**src/rtl/aggr_pkg.sv**
```systemverilog
package aggr_pkg;
  localparam int NSRC   = 4;
  localparam int REG_W  = 24;
  localparam int ADDR_W = 3;

  // register word addresses
  localparam logic [ADDR_W-1:0] AD_STAT  = 3'd0;
  localparam logic [ADDR_W-1:0] AD_MASK  = 3'd1;
  localparam logic [ADDR_W-1:0] AD_ENMSK = 3'd2;
  localparam logic [ADDR_W-1:0] AD_SRST  = 3'd3;

  // source bit positions, shared by status, mask and enable-mask
  localparam int SRC_POS [NSRC] = '{0, 4, 8, 16};

  // soft-reset register bit positions, all active low
  localparam int SR_GLB = 0;
  localparam int SR_IRQ = 4;
  localparam int SR_PA  = 8;
  localparam int SR_PB  = 12;

  function automatic logic [NSRC-1:0] squeeze(input logic [REG_W-1:0] w);
    logic [NSRC-1:0] r;
    for (int i = 0; i < NSRC; i++) r[i] = w[SRC_POS[i]];
    return r;
  endfunction

  function automatic logic [REG_W-1:0] spread(input logic [NSRC-1:0] s);
    logic [REG_W-1:0] r;
    r = '0;
    for (int i = 0; i < NSRC; i++) r[SRC_POS[i]] = s[i];
    return r;
  endfunction
endpackage

```
**src/rtl/aggr_edge.sv**
```systemverilog
module aggr_edge #(
  parameter int N = 4
) (
  input  logic         clk,
  input  logic         rst_n,
  input  logic [N-1:0] req,
  output logic [N-1:0] evt
);
  logic [N-1:0] req_q;

  for (genvar i = 0; i < N; i++) begin : g_src
    always_ff @(posedge clk or negedge rst_n) begin
      if (!rst_n) req_q[i] <= 1'b0;
      else        req_q[i] <= req[i];
    end
    assign evt[i] = req[i] & ~req_q[i];
  end
endmodule

```
**src/rtl/aggr_softrst.sv**
```systemverilog
module aggr_softrst
  import aggr_pkg::*;
#(
  parameter int W = REG_W
) (
  input  logic         clk,
  input  logic         rst_n,
  input  logic         we,
  input  logic [W-1:0] wdata,
  output logic [W-1:0] rd_val,
  output logic         irq_clr,
  output logic         glb_clr,
  output logic         pa_rst_n,
  output logic         pb_rst_n
);
  logic glb_q, irq_q, pa_q, pb_q;

  always_ff @(posedge clk or negedge rst_n) begin
    if (!rst_n) begin
      glb_q <= 1'b1;
      irq_q <= 1'b1;
      pa_q  <= 1'b1;
      pb_q  <= 1'b1;
    end else if (we) begin
      glb_q <= wdata[SR_GLB];
      irq_q <= wdata[SR_IRQ];
      pa_q  <= wdata[SR_PA];
      pb_q  <= wdata[SR_PB];
    end
  end

  // a clear fires on the write that brings an active-low bit back to 1
  assign irq_clr = we & wdata[SR_IRQ] & ~irq_q;
  assign glb_clr = we & wdata[SR_GLB] & ~glb_q;

  assign pa_rst_n = pa_q & glb_q;
  assign pb_rst_n = pb_q & glb_q;

  always_comb begin
    rd_val = '0;
    rd_val[SR_GLB] = glb_q;
    rd_val[SR_IRQ] = irq_q;
    rd_val[SR_PA]  = pa_q;
    rd_val[SR_PB]  = pb_q;
  end


  port_rst_follow_chk: assert property (@(posedge clk) disable iff (!rst_n)
    (we && !wdata[SR_GLB]) |=> (!pa_rst_n && !pb_rst_n));
endmodule

```
**src/rtl/aggr_status.sv**
```systemverilog
module aggr_status #(
  parameter int N = 4
) (
  input  logic         clk,
  input  logic         rst_n,
  input  logic [N-1:0] evt,
  input  logic         we,
  input  logic [N-1:0] wbits,
  input  logic         clr_all,
  output logic [N-1:0] stat
);
  logic [N-1:0] stat_nx;

  always_comb begin
    stat_nx = stat;
    if (we)      stat_nx = stat_nx & wbits;
    if (clr_all) stat_nx = '0;
    stat_nx = stat_nx | evt;   // a source edge beats any clear
  end

  always_ff @(posedge clk or negedge rst_n) begin
    if (!rst_n) stat <= '0;
    else        stat <= stat_nx;
  end

  for (genvar i = 0; i < N; i++) begin : g_chk

    evt_wins_chk: assert property (@(posedge clk) disable iff (!rst_n)
      evt[i] |=> stat[i]);
  end


  wr_clear_chk: assert property (@(posedge clk) disable iff (!rst_n)
    (we && !clr_all && evt == '0) |=> (stat == $past(stat & wbits)));


  sticky_chk: assert property (@(posedge clk) disable iff (!rst_n)
    (!we && !clr_all && evt == '0) |=> $stable(stat));


  clr_all_chk: assert property (@(posedge clk) disable iff (!rst_n)
    (clr_all && evt == '0) |=> (stat == '0));
endmodule

```
**src/rtl/audio_irq_aggr.sv**
```systemverilog
module audio_irq_aggr
  import aggr_pkg::*;
#(
  parameter int SRC_N = NSRC,
  parameter int DW    = REG_W,
  parameter int AW    = ADDR_W
) (
  input  logic             clk,
  input  logic             rst_n,
  input  logic [SRC_N-1:0] req_i,
  input  logic             wr_en,
  input  logic [AW-1:0]    addr,
  input  logic [DW-1:0]    wdata,
  output logic [DW-1:0]    rdata,
  output logic             irq_o,
  output logic             port_a_rst_n,
  output logic             port_b_rst_n
);
  logic [SRC_N-1:0] evt, stat, mask_q, en_q, wsrc;
  logic [DW-1:0]    srst_rd;
  logic             irq_clr, glb_clr;
  logic             unused_wbits;

  assign unused_wbits = ^wdata;
  assign wsrc = squeeze(wdata);

  aggr_edge #(.N(SRC_N)) u_edge (
    .clk(clk), .rst_n(rst_n), .req(req_i), .evt(evt)
  );

  aggr_softrst #(.W(DW)) u_srst (
    .clk(clk), .rst_n(rst_n),
    .we(wr_en && addr == AD_SRST), .wdata(wdata),
    .rd_val(srst_rd), .irq_clr(irq_clr), .glb_clr(glb_clr),
    .pa_rst_n(port_a_rst_n), .pb_rst_n(port_b_rst_n)
  );

  aggr_status #(.N(SRC_N)) u_stat (
    .clk(clk), .rst_n(rst_n), .evt(evt),
    .we(wr_en && addr == AD_STAT), .wbits(wsrc),
    .clr_all(irq_clr | glb_clr), .stat(stat)
  );

  always_ff @(posedge clk or negedge rst_n) begin
    if (!rst_n) begin
      mask_q <= '0;
      en_q   <= '0;
    end else if (glb_clr) begin
      mask_q <= '0;
      en_q   <= '0;
    end else if (wr_en) begin
      if (addr == AD_MASK)  mask_q <= wsrc;
      if (addr == AD_ENMSK) en_q   <= wsrc;
    end
  end

  always_comb begin
    unique case (addr)
      AD_STAT:  rdata = spread(stat);
      AD_MASK:  rdata = spread(mask_q);
      AD_ENMSK: rdata = spread(en_q);
      AD_SRST:  rdata = srst_rd;
      default:  rdata = '0;
    endcase
  end

  assign irq_o = |(stat & mask_q & en_q);


  mask_gate_chk: assert property (@(posedge clk) disable iff (!rst_n)
    ((mask_q & en_q) == '0) |-> !irq_o);


  glb_clear_chk: assert property (@(posedge clk) disable iff (!rst_n)
    glb_clr |=> (mask_q == '0 && en_q == '0));
endmodule

```
**config.mk**
```make
export PLATFORM = sky130hd
export DESIGN_NAME = audio_irq_aggr
export DESIGN_NICKNAME = d
export VERILOG_FILES = /design/src/rtl/aggr_pkg.sv /design/src/rtl/aggr_edge.sv /design/src/rtl/aggr_softrst.sv /design/src/rtl/aggr_status.sv /design/src/rtl/audio_irq_aggr.sv
export SDC_FILE = /design/constraint.sdc
export NUM_CORES = 1
export LEC_CHECK = 0
export BUFFER_PORTS_ARGS = -buffer_cell sky130_fd_sc_hd__clkbuf_2
export CORE_MARGIN = 2
export CORE_UTILIZATION = 46
export CTS_BUF_LIST = sky130_fd_sc_hd__clkbuf_4 sky130_fd_sc_hd__clkbuf_8
export DETAILED_ROUTE_END_ITERATION = 10
export PLACE_DENSITY = 0.81
export SLEW_MARGIN = 5
export SYNTH_ARGS = -nofsm -noshare
export SYNTH_HDL_FRONTEND = slang
export SYNTH_SLANG_ARGS = --single-unit
export TNS_END_PERCENT = 100
```
**constraint.sdc**
```tcl
create_clock -name clk -period 1.35 [get_ports clk]
set_input_delay 0 -clock clk [delete_from_list [all_inputs] [get_ports clk]]
set_output_delay 0 -clock clk [all_outputs]
set_load 0.02 [all_outputs]
```
==> results.txt <==
Rows: 18
synth unique cells: 29
Worst Min Path Start: wr_en
commonest cells after routing, fill and taps aside: conb_1 (19), clkbuf_2 (18), dfrtp_1 (16), buf_4 (14), dlygate4sd3_1 (10)
Worst Setup End Kind: primary output
Die Ht: 54.3 µm
crit path from: mask_q[2]
Arr. time, crit path: 1470 ps
Num CTS Buffers: 3
Initial DRT Pass Iterations: 4
Syn Area/Cell: 11.4 µm²
top cells by area, synth: dfrtp_1 (34%), buf_4 (13%), dfstp_2 (9.0%)
die area: 2950 µm²
fraction of registers with async set/reset: 100%
vias: 922
Initial Util: 47.8%
commonest non-fill, non-tap cell in the layout: conb_1
slowest stage delay, CP: 480 ps
Max Cap Violations: 0
initial antenna violation count: 0
Final Cycle Share: 109%
Core Footprint: 2430 µm²
clock net sink count: 20
worst r2r path cells: 3
Post-Syn Area: 1160 µm²
share of the yosys chip area belonging to registers: 43.4%
H-tree depth: 1
met1 Resource Use GR: 24.2%
Max Slew Vio Count: 0
Finished Layout Cells: 178
Startpoint Class: flip-flop
Fin. Hold Viols: 0
Clock Latency Late Sink: 300 ps
total track usage: 17.9%
Routed Antenna Nets: 0
pwr/cell area: 1200 nW/µm²
GRT Residual Overflow: 0
Antenna Diode Count: 0
first-pass GRT wire length: 3840 µm
Port Buffers: 22
# fillers: 199
clk root buf: clkbuf_4
DRT Wirelength: 2520 µm
Post-DP Area: 1230 µm²
setup ws final: -123 ps
Crit-path slowest cell: mux4_2
via/cell ratio: 5.18
Top Ports: 61
R2R Setup Slk: 80 ps
Layout area overhead: 29.8%
GR Layer Usage met3: 3.83%
Final Setup Violations: 4
final setup skew: 10.0 ps
reg2reg start: u_srst.glb_q
min-delay worst type: in -> reg
leading area contributor after synthesis: dfrtp_1
dpl cells: 153
Top Usage Layer GRT: met2
share of cells above drive strength 1: 40.5%
RSZ-0062 raised after global routing: true
Post-route DRC: 0
Yosys warnings: 0
Req. time, crit path: 1350 ps
number of synthesized flops with an enable pin: 0
CP Class: reg -> out
Cell Chain, Critical Path: mux4_2, nor2b_4, buf_6
Reg clk slew, reported paths: 120 ps
detailed router's first-iteration violation count: 21
leak pwr: 0.758 nW
CTS tree: done
wire per inst: 14.1 µm
M2 GR Usage: 28.3%
dpl ws: 98.6 ps
post-route cell area: 1510 µm²
Max Root-Sink Buffers: 2
Peak Freq: 679 MHz
Die W: 54.3 µm
Cells after Synth: 102
Top FF cell, synth: dfrtp_1
pin count of the biggest net entering global routing: 21
Crit Path Max Fanout: 2
failing checks: negative setup slack
worst setup path end: rdata[8]
RR Endpoint: u_stat.stat[1]
VDD IR-drop max: 0.000943 V
Final Critical Period: 1470 ps
gpl congestion: 0.849
fin nets: 183
HPWL after DPL: 1620 µm
Cells on Worst Hold Path: 3
Yosys top cell area share: 34.4%
status: finished with violations
vias in the first global route: 861
Seq cells post-synth: 20
[Yosys cell counts, drive strengths merged (2+ instances only)]
library cell,number
nor2,6
o32ai,4
buf,21
nand3b,3
dfstp,4
nor2b,3
nand2b,2
mux2,4
and2,2
nand3,5
a22o,7
inv,8
a21o,2
mux4,3
dfrtp,16
[critical path, delay by kind of cell, from the launching register on]
kind          cells  cell delay, ps
mux               1             480
flops             1             420
simple gates      1             140
buf+inv           1             130
[state kept, by name, summed over array words and instances, names as in the netlist]
name          count
u_srst.pb_q       1
en_q              4
u_stat.stat       4
u_srst.glb_q      1
u_srst.pa_q       1
mask_q            4
u_srst.irq_q      1
u_edge.req_q      4
[worst min-delay path by stage]
stage	endpoint	slack [ps]
after floorplan	en_q[0]	-300
after global placement	u_edge.req_q[0]	-30
after detailed placement	u_edge.req_q[0]	-20
after CTS	mask_q[0]	150
after global routing	u_srst.pa_q	170
final	u_srst.pa_q	150
[layer usage]
| metal | vias up | routed length, µm |
|---|---|---|
| met5 | - | 0 |
| met4 | 0 | 8 |
| met3 | 2 | 197 |
| met2 | 50 | 1300 |
| met1 | 451 | 1010 |
| li1 | 419 | - |
[power by group]
group / total, mW / switching [mW] / internal, mW
Sequential: 0.769 / 0.0635 / 0.705
Clock: 0.478 / 0.178 / 0.300
Combinational: 0.562 / 0.272 / 0.290
[layout make-up]
type | count | area (µm²) | share of cell area, %
multi-input cells | 71 | 556 | 36.8
flip-flops and latches | 20 | 505 | 33.5
repair buffers | 45 | 329 | 21.8
well taps | 30 | 37.5 | 2.49
clock inverters | 1 | 30.0 | 1.99
inverters | 8 | 30.0 | 1.99
clock buffers | 3 | 22.5 | 1.49
[stage by stage]
| step | setup TNS (ps) | hold WS [ps] | total power [mW] | util [%] |
|---|---|---|---|---|
| 2_1_floorplan | 0 | -296 | 1.08 | - |
| 3_3_place_gp | 0 | -27.3 | 1.15 | 50.7 |
| 3_5_place_dp | 0 | -20.7 | 1.17 | 50.7 |
| 4_1_cts | -433 | 153 | 1.74 | 59.6 |
| 5_1_grt | -540 | 174 | 1.89 | 62.1 |
| 6_report | -380 | 153 | 1.81 | 62.1 |
[timing repair]
action	4_1_cts	5_1_grt
setup buffers	9	2
endpoints found under the setup margin	3	4
gates resized for setup	6	14
endpoints found under the hold margin	37	0
pin swaps	0	1
hold buffers	10	0
[cells by family (layout without fill, tap and decap cells)]
| logic type | count (synthesis) | in the layout | share of synthesized area (%) |
|---|---|---|---|
| flops | 20 | 20 | 43.4 |
| compound gates | 16 | 16 | 11.6 |
| simple gates | 28 | 28 | 16.7 |
| other cells | 1 | 19 | 0.322 |
| buf+inv | 29 | 57 | 16.5 |
| mux | 8 | 8 | 11.5 |
Note: power is estimated with default switching activity, not from simulation.
